--- src/rtl/cfg_shadow_bank.sv ---
module cfg_shadow_bank #(
  parameter int ADDR_W   = 13,
  parameter int CFG_BASE = 16,
  parameter int CFG_N    = 16,
  parameter int SEL_ADDR = 4,
  parameter int UPD_ADDR = 562
) (
  input  logic                 clk,
  input  logic                 rst_n,
  input  logic [ADDR_W-1:0]    addr,
  input  logic [7:0]           wdata,
  input  logic                 wr_en,
  input  logic                 rd_en,
  input  logic                 xfer_end,
  output logic [7:0]           rdata,
  output logic                 lsb_first,
  output logic                 unidir,
  output logic [CFG_N*8-1:0]   cfg_active
);
  localparam int IDX_W = (CFG_N > 1) ? $clog2(CFG_N) : 1;
  localparam int CFG_END = CFG_BASE + CFG_N;
  localparam logic [7:0] PORT_FIXED = 8'h18;

  function automatic logic [7:0] rst_val(input int k);
    return 8'(64 + k);
  endfunction

  logic [7:0] port_q;
  logic       sel_q;
  logic       pend_q;
  logic [7:0] buf_q [CFG_N];
  logic [7:0] act_q [CFG_N];
  logic [7:0] rd_mux;

  wire hit_port = addr == '0;
  wire hit_sel  = addr == ADDR_W'(SEL_ADDR);
  wire hit_upd  = addr == ADDR_W'(UPD_ADDR);
  wire in_cfg   = (addr >= ADDR_W'(CFG_BASE)) && (addr < ADDR_W'(CFG_END));
  wire [IDX_W-1:0] idx = IDX_W'(addr - ADDR_W'(CFG_BASE));
  wire mirrored = wdata[7:4] == {wdata[0], wdata[1], wdata[2], wdata[3]};
  wire commit   = xfer_end && pend_q;

  assign lsb_first = port_q[1];
  assign unidir    = port_q[0];

  always_ff @(posedge clk) begin
    if (!rst_n) begin
      port_q <= PORT_FIXED;
      sel_q  <= 1'b0;
      pend_q <= 1'b0;
    end else begin
      if (wr_en && hit_port && mirrored) port_q <= wdata | PORT_FIXED;
      if (wr_en && hit_sel) sel_q <= wdata[0];
      if (wr_en && hit_upd) pend_q <= wdata[0];
      else if (xfer_end)    pend_q <= 1'b0;
    end
  end

  for (genvar g = 0; g < CFG_N; g++) begin : g_byte
    always_ff @(posedge clk) begin
      if (!rst_n) begin
        buf_q[g] <= rst_val(g);
        act_q[g] <= rst_val(g);
      end else begin
        if (wr_en && in_cfg && idx == IDX_W'(g)) buf_q[g] <= wdata;
        if (commit) act_q[g] <= buf_q[g];
      end
    end
    assign cfg_active[g*8 +: 8] = act_q[g];
  end

  always_comb begin
    rd_mux = '0;
    if (hit_port)     rd_mux = port_q | PORT_FIXED;
    else if (hit_sel) rd_mux = {7'b0, sel_q};
    else if (hit_upd) rd_mux = {7'b0, pend_q};
    else if (in_cfg)  rd_mux = sel_q ? act_q[idx] : buf_q[idx];
  end

  always_ff @(posedge clk) begin
    if (!rst_n)     rdata <= '0;
    else if (rd_en) rdata <= rd_mux;
  end


  active_hold_chk: assert property (@(posedge clk) disable iff (!rst_n)
    !(xfer_end && pend_q) |=> $stable(cfg_active));

  upd_clear_chk: assert property (@(posedge clk) disable iff (!rst_n)
    (xfer_end && pend_q && !(wr_en && hit_upd)) |=> !pend_q);

  port_reject_chk: assert property (@(posedge clk) disable iff (!rst_n)
    !(wr_en && hit_port && mirrored) |=> ($stable(lsb_first) && $stable(unidir)));

  long_mode_chk: assert property (@(posedge clk) disable iff (!rst_n)
    port_q[4] && port_q[3]);

  unmapped_zero_chk: assert property (@(posedge clk) disable iff (!rst_n)
    (rd_en && !hit_port && !hit_sel && !hit_upd && !in_cfg) |=> rdata == 8'h00);
endmodule

--- config.mk ---
export PLATFORM = sky130hd
export DESIGN_NAME = cfg_shadow_bank
export DESIGN_NICKNAME = d
export VERILOG_FILES = /design/src/rtl/cfg_shadow_bank.sv
export SDC_FILE = /design/constraint.sdc
export NUM_CORES = 1
export LEC_CHECK = 0
export ABC_AREA = 1
export BUFFER_PORTS_ARGS = -buffer_cell sky130_fd_sc_hd__buf_2
export CORE_UTILIZATION = 52
export CTS_CLUSTER_DIAMETER = 120
export DETAILED_ROUTE_END_ITERATION = 10
export HOLD_SLACK_MARGIN = 0.03
export PLACE_DENSITY = 0.76
export SLEW_MARGIN = 20
export SYNTH_ARGS = -nofsm -noshare
export SYNTH_HDL_FRONTEND = slang
export SYNTH_SLANG_ARGS = --single-unit
export TNS_END_PERCENT = 1
--- constraint.sdc ---
create_clock -name clk -period 9.77 [get_ports clk]
set_input_delay 0.4885 -clock clk [delete_from_list [all_inputs] [get_ports clk]]
set_output_delay 0.4885 -clock clk [all_outputs]
set_load 0.005 [all_outputs]
==> results of run 1 <==
==> logic make-up (layout without fill, tap and decap cells) <==
logic type             after synthesis  in the layout  share of synthesized area, %
AO/OA/AOI/OAI                      219            219                          10.3
buffers and inverters              233            395                          7.48
flip-flops                         272            272                          65.4
AND/OR/NAND/NOR                    461            461                          16.8
==> routing by layer <==
metal,GRT usage [%],vias up,wire [µm]
met5,0,-,0
met4,10.6,0,1090
met3,3.45,66,3780
met2,41.3,627,15100
met1,41.6,4386,13800
li1,-,4303,-
==> flip-flops by register name, indices dropped and copies added (netlist names) <==
name and flops:
act_q 128, buf_q 128, pend_q 1, port_q 6, rdata 8, sel_q 1
==> path summary, 6_finish.rpt <==
check,endpoint,slack (ns),start
worst max-delay path,act_q[11][6],7.06,rst_n
worst min-delay path,pend_q,0.30,xfer_end
worst max register to register,act_q[9][1],7.60,pend_q
worst min register to register,port_q[5],0.46,port_q[5]
==> cell usage after synthesis <==
cell	instances	area share (%)
edfxtp_1	256	63
nand2_1	186	5.7
nor2_1	182	5.6
inv_1	143	4.4
o22ai_1	106	5.4
o21ai_0	85	3.5
clkbuf_1	33	1.0
or2_2	32	1.6
inv_2	22	0.67
a21oi_1	17	0.69
buf_2	17	0.69
dfxtp_1	16	2.6
nor2_2	14	0.72
nand3_1	10	0.41
nand4_1	10	0.51
nor2_4	10	0.92
clkinv_1	8	0.25
a22oi_1	6	0.37
buf_4	5	0.31
nand2_2	5	0.26
buf_1	4	0.12
nor3_2	3	0.25
nor3_4	2	0.27
nor4_1	2	0.10
o31ai_1	2	0.12
a211oi_1	1	0.061
a22o_1	1	0.072
clkinv_2	1	0.041
nand2_4	1	0.092
nand3_2	1	0.082
nor3_1	1	0.041
nor4_2	1	0.10
nor4_4	1	0.17
o2111ai_1	1	0.072
==> metrics by stage <==
stage	utilization [%]	hold slack (ns)	cell area, µm²	setup slack, ns	cells
2_1_floorplan	-	0.427	12200	2.95	1185
3_3_place_gp	58.1	0.435	13300	6.69	1611
3_5_place_dp	58.1	0.444	13300	6.60	1611
4_1_cts	62.0	0.298	14200	7.16	1660
5_1_grt	62.0	0.328	14200	6.93	1660
6_report	62.0	0.302	14200	7.06	1660
==> cells in the final DEF (no fill, tap or decap), types with 2 or more instances in the layout <==
cell type	instances
nor4_1	2
a21oi_1	17
buf_4	8
buf_2	163
inv_2	23
nand4_1	10
nor3_4	2
clkinvlp_4	4
or2_2	32
dfxtp_1	16
bufinv_16	3
nor2_2	14
o21ai_0	83
nand3_1	10
clkbuf_16	27
clkinv_1	11
clkbuf_1	3
o31ai_2	2
edfxtp_1	256
nand2_1	184
nor3_2	3
inv_1	142
o22ai_1	106
nor2_4	10
clkinv_2	7
a22oi_1	6
nand2_2	7
nor2_1	182
==> power by group through the flow <==
stage                     registers, W   logic, W  clock network [W]
after floorplan                0.00136  0.0000946                  0
after global placement         0.00136   0.000152                  0
after global routing           0.00134   0.000171            0.00108
after CTS                      0.00134   0.000156            0.00103
final                          0.00134   0.000159            0.00103
after detailed placement       0.00136   0.000155                  0
==> worst min-delay path, stage by stage <==
cell and delay (ns):
buf_2 0.07, inv_1 0.08, nand2_1 0.07, a21oi_1 0.05
==> final cells by class <==
type	count	area, µm²
Timing Repair Buffer	172	887
Tap cell	313	392
Inverter	174	654
Clock buffer	31	701
Sequential cell	272	8010
Clock inverter	18	181
Fill cell	1872	8680
Multi-Input combinational cell	680	3350
==> summary.md, run 1 <==
| Metric | Value |
|---|---|
| Clock share of power | 40.8% |
| # diodes | 0 |
| Final min period | 2.71 ns |
| Critical path start-end classification | primary input to register |
| Post-Syn Instances | 1185 |
| DRC errors left | 0 |
| Initial Util | 53.6% |
| WP data arrival | 2.97 ns |
| Static Leak | 5.54 nW |
| Delay-heaviest family, CP | buffers and inverters |
| Core area | 0.0228 mm² |
| MaxCap Viol Count | 0 |
| Clock buffer depth | 3 |
| Net count after synthesis | 1211 |
| Pin count of the biggest net entering global routing | 105 |
| First drt pass iteration count | 5 |
| Post-CTS Setup Bufs | 0 |
| Max Freq | 0.368 GHz |
| Power Internal | 0.00195 W |
| Clk_skew | 0.0162 ns |
| Width of the chip | 155 µm |
| Number of global-route vias before repair | 8601 |
| R2R depth | 4 |
| Tot Pwr | 0.00253 W |
| CTS tree | done |
| NumNets Final | 1353 |
| Share of cells above drive strength 1 | 23.3% |
| Kind of start point of the critical path | primary input |
| Worst vdd ir | 0.103 mV |
| #FFs+latches synth | 272 |
| DRT antenna net count | 0 |
| Quantity of hold-fixing buffers added after cts | 0 |
| Flop pwr share | 52.9% |
| Worst-Margin Slew | 1.06 ns |
| # resized after CTS | 0 |
| Final setup vio count | 0 |
| Library cells used by synthesis | 34 |
| Clk_lat worst skew | 0.52 ns |
| Via count | 9382 |
| GRT overflow | 0 |
| Setup TNS | 0 ns |
| Num CTS Buffers | 27 |
| Outcome | complete, no violations |
| HP Class | primary input to register |
| GRT Total Usage | 27.7% |
| Clock H-tree levels | 1 |
| Die ar. | 0.0242 mm² |
| Die height | 155 µm |
| Final hold vios | 0 |
| Worst path buffer plus inverter count | 5 |
| Post-Route WL | 33800 µm |
| Wire per inst | 20.3 µm |
| Routability cong. | 0.933 |
| Root buf cell | clkbuf_16 |
| Vias per cell | 5.65 |
| Req. time, crit path | 10.02 ns |
| Area Growth Syn to Fin | 15.7% |
| Synthesized area per cell | 10.3 µm² |
| I/O pins | 164 |
| Initial antenna violation count | 0 |
| Synth warn | 0 |
| Switching share of power | 23.0% |
| Cell Chain, Critical Path | buf_2 > inv_2 > nor3_2 > buf_4 > inv_2 > buf_4 > or2_2 |
| Period utilisation layout | 27.8% |
| Hold path depth | 4 |
| Stages on the worst setup path | 7 |
| Critical Path End Type | register |
| Unrepaired setup endpoints after global routing | no |
| Slew headroom | 28.4% |
| Final Max Slew Viols | 0 |
| CTS Sinks | 272 |
| Power Density | 179 mW/mm² |
| Logic pwr share | 6.3% |
| # rows | 55 |
| Post-DP HPWL | 23300 µm |
| Critical path's slowest cell | buf_2 |
| Clock slew at reported path FFs | 0.06 ns |
| DR iter-0 viols | 1443 |
| Sw power | 0.000581 W |
| Seq/Total Area, Yosys | 65.4% |
| Post-Syn Area | 0.0122 mm² |
| Crit path largest cell delay | 0.46 ns |
| IO buf count | 163 |
| Worst Path Max Fanout | 104 |
| Global-route wire length before repair | 50000 µm |
Note: power is estimated with default switching activity, not from simulation.
==> run 2, diff against run 1 <==
Settings changed: ABC_AREA 1 to 0.
Clock period 9.77 ns to 2.3 ns, I/O delays scaled along.
==> summary.md, run 2 <==
| Metric | Value |
|---|---|
| GRT Total Usage | 26.7% (was 27.7%) |
| Root buf cell | clkbuf_16 (unchanged) |
| Hold endpoint | port_q[1] (was pend_q) |
| Async set-reset flop share out of synthesis | 0% (unchanged) |
| Kind of start point of the critical path | register (was primary input) |
| CTS tree | done (unchanged) |
| Clk_skew | 0.0151 ns (was 0.0162 ns) |
| Post-Syn Area | 0.0126 mm² (was 0.0122 mm²) |
| Period utilisation layout | 92.4% |
| Unrepaired setup endpoints after global routing | no (unchanged) |
| Synthesized area per cell | 14.3 µm² (was 10.3 µm²) |
| Post-Syn Instances | 878 (was 1185) |
| Setup TNS | 0 ns (unchanged) |
| Cell Chain, Critical Path | mux4_2 > a22o_1 > a221oi_2 > a31oi_1 > a211o_1 (was buf_2 > inv_2 > nor3_2 > buf_4 > inv_2 > buf_4 > or2_2) |
| Core area | 0.0236 mm² (was 0.0228 mm²) |
| Post-synth EDFFs | 256 (unchanged) |
| DRC errors left | 0 (unchanged) |
| WP data arrival | 2.55 ns (was 2.97 ns) |
| Worst vdd ir | 0.490 mV (was 0.103 mV) |
| Commonest non-fill, non-tap cell in the layout | edfxtp_1 (unchanged) |
| Clock slew at reported path FFs | 0.06 ns (about the same) |
| Hold path depth | 3 (was 4) |
| Net count after synthesis | 904 (was 1211) |
| Global-route wire length before repair | 48300 µm (was 50000 µm) |
| NumNets Final | 1094 (was 1353) |
| Die ar. | 0.0248 mm² (was 0.0242 mm²) |
| Post-Route WL | 32600 µm (was 33800 µm) |
| IO buf count | 163 (unchanged) |
| Crit path largest cell delay | 0.49 ns (was 0.46 ns) |
| Share of cells above drive strength 1 | 28.3% (was 23.3%) |
| Final hold vios | 0 (unchanged) |
| Initial Util | 53.3% (was 53.6%) |
| MaxCap Viol Count | 0 (unchanged) |
| Design Area, Final | 0.0150 mm² (was 0.0142 mm²) |
| Ys flop type | edfxtp_1 (unchanged) |
| Top-area cell type share of the netlist area | 61.1% (was 62.8%) |
| Library cells used by synthesis | 52 (was 34) |
| FF-to-FF Start | buf_q[14][4] (was pend_q) |
| CTS Sinks | 272 (unchanged) |
| DP Area | 0.0141 mm² (was 0.0133 mm²) |
| Max Freq | 0.471 GHz |
| Clk_lat worst skew | 0.54 ns (was 0.52 ns) |
| Slew headroom | 32.8% (was 28.4%) |
| R2R depth | 5 (was 4) |
| Synth top cells by count | 256 x edfxtp_1, 160 x and2_1, 66 x mux2i_1 (was 256 x edfxtp_1, 186 x nand2_1, 182 x nor2_1) |
| HP Class | primary input to register (unchanged) |
| Critical Path End Type | register (unchanged) |
| GRT overflow | 0 (unchanged) |
| Req. time, crit path | 2.72 ns (was 10.02 ns) |
| DRT antenna net count | 0 (unchanged) |
| Most frequent cells in the layout | 256 x edfxtp_1, 162 x buf_2, 160 x and2_1 (was 256 x edfxtp_1, 184 x nand2_1, 182 x nor2_1) |
| Seq/Total Area, Yosys | 63.6% (was 65.4%) |
| Ranking of synthesized cells by area | edfxtp_1 61%, and2_1 8.0%, mux4_2 6.1% (was edfxtp_1 63%, nand2_1 5.7%, nor2_1 5.6%) |
| Wire per inst | 23.2 µm (was 20.3 µm) |
| Cell with the most instances after synthesis | edfxtp_1 (unchanged) |
| Pin count of the biggest net entering global routing | 69 (was 105) |
| Initial antenna violation count | 0 (unchanged) |
| Outcome | complete, no violations (unchanged) |
| Hold path startpoint | wdata[6] (was xfer_end) |
| Num CTS Buffers | 28 (was 27) |
| Yosys top cell by area | edfxtp_1 (unchanged) |
| Via count | 8227 (was 9382) |
| Static Leak | 5.38 nW (was 5.54 nW) |
| Power Density | 715 mW/mm² (was 179 mW/mm²) |
| Worst r2r dst | rdata[4] (was act_q[9][1]) |
| Worst-Margin Slew | 1.01 ns (was 1.06 ns) |
| Critical path's slowest cell | mux4_2 (was buf_2) |
| Critical path start-end classification | register to register (was primary input to register) |
| Worst Path Max Fanout | 2 (was 104) |
| Synth warn | 0 (unchanged) |
| Clock H-tree levels | 1 (unchanged) |
| Die height | 158 µm (was 155 µm) |
| Top flop regs | act_q: 128 flops, buf_q: 128 flops, rdata: 8 flops (unchanged) |
| Final Max Slew Viols | 0 (unchanged) |
| Post-DP HPWL | 23500 µm (was 23300 µm) |
| Routability cong. | 0.927 (was 0.933) |
| DR iter-0 viols | 922 (was 1443) |
| R2R Setup Slk | 0.18 ns (was 7.60 ns) |
| Number of global-route vias before repair | 7883 (was 8601) |
| Area Growth Syn to Fin | 19.1% (was 15.7%) |
| Vias per cell | 5.86 (was 5.65) |
| First drt pass iteration count | 5 (unchanged) |
| # rows | 56 (was 55) |
| Final min period | 2.12 ns |
| #FFs+latches synth | 272 (unchanged) |
| Width of the chip | 158 µm (was 155 µm) |
| Final setup vio count | 0 (unchanged) |
| I/O pins | 164 (unchanged) |
| Clock buffer depth | 3 (unchanged) |
## run 2: cell types whose count changed in the layout (fill, tap and decap cells not counted), moves of 105 or more
cell     before  now
and2_1        0  160
nand2_1     184   10
nor2_1      182   24
inv_1       142    1
o22ai_1     106    1
## run 2: kinds of logic after synthesis
kind of cell / after synthesis / share of synthesized area, %
simple gates: 350 / 17.1
mux: 102 / 11.7
compound gates: 80 / 4.59
flops: 272 / 63.6
xor+xnor: 4 / 0.278
buf+inv: 70 / 2.65
## run 2: power breakdown
part,switching [W],total [W],internal [W]
clock network,0.00180,0.00429,0.00249
logic,0.000451,0.000767,0.000316
registers,0.0000932,0.00566,0.00557
## run 2: worst max path at each step
stage | from | to | slack [ns]
floorplan | addr[10] | buf_q[15][0] | 0.10
global placement | addr[0] | rdata[4] | -0.02
detailed placement | addr[0] | rdata[4] | -0.08
CTS | buf_q[14][4] | rdata[4] | 0.23
global route | buf_q[14][4] | rdata[4] | 0.19
finish | buf_q[14][4] | rdata[4] | 0.18
## run 2: stage by stage
step	cells	util [%]	worst slack, ns	total power, W	hold WS, ns
after floorplan	878	-	0.101	0.00615	0.294
after global placement	1354	59.7	-0.0166	0.00650	0.479
after detailed placement	1354	59.7	-0.0756	0.00652	0.481
after CTS	1404	63.5	0.226	0.0107	0.0592
after global routing	1404	63.5	0.192	0.0110	0.0931
final	1405	63.5	0.175	0.0107	0.0929
## run 2: routing by layer
metal / GRT usage (%) / routed length, µm
met3: 4.46 / 2940
met4: 8.60 / 1000
met2: 42.0 / 15200
met5: 0 / 0
met1: 38.1 / 13500
## run 2: repair_timing
action,4_1_cts,5_1_grt
gates resized for setup,1,0
setup buffers,0,0
endpoints found under the hold margin,2,0
hold buffers,3,0
endpoints found under the setup margin,1,0
## run 2: worst max-delay path, delay by kind of cell (launching register included)
kind / cells / cell delay (ns)
DFF: 1 / 0.43
muxes: 1 / 0.49
AOI/OAI and AO/OA: 4 / 1.08
## run 2: area by class of cell
| class | instances | area (µm²) |
|---|---|---|
| inverter | 1 | 3.75 |
| multi-input combinational | 536 | 4260 |
| timing repair buffer | 229 | 1460 |
| sequential | 272 | 8010 |
| tap | 319 | 399 |
| antenna | 1 | 2.50 |
| fill | 1764 | 8620 |
| clock buffer | 34 | 744 |
| clock inverter | 13 | 108 |
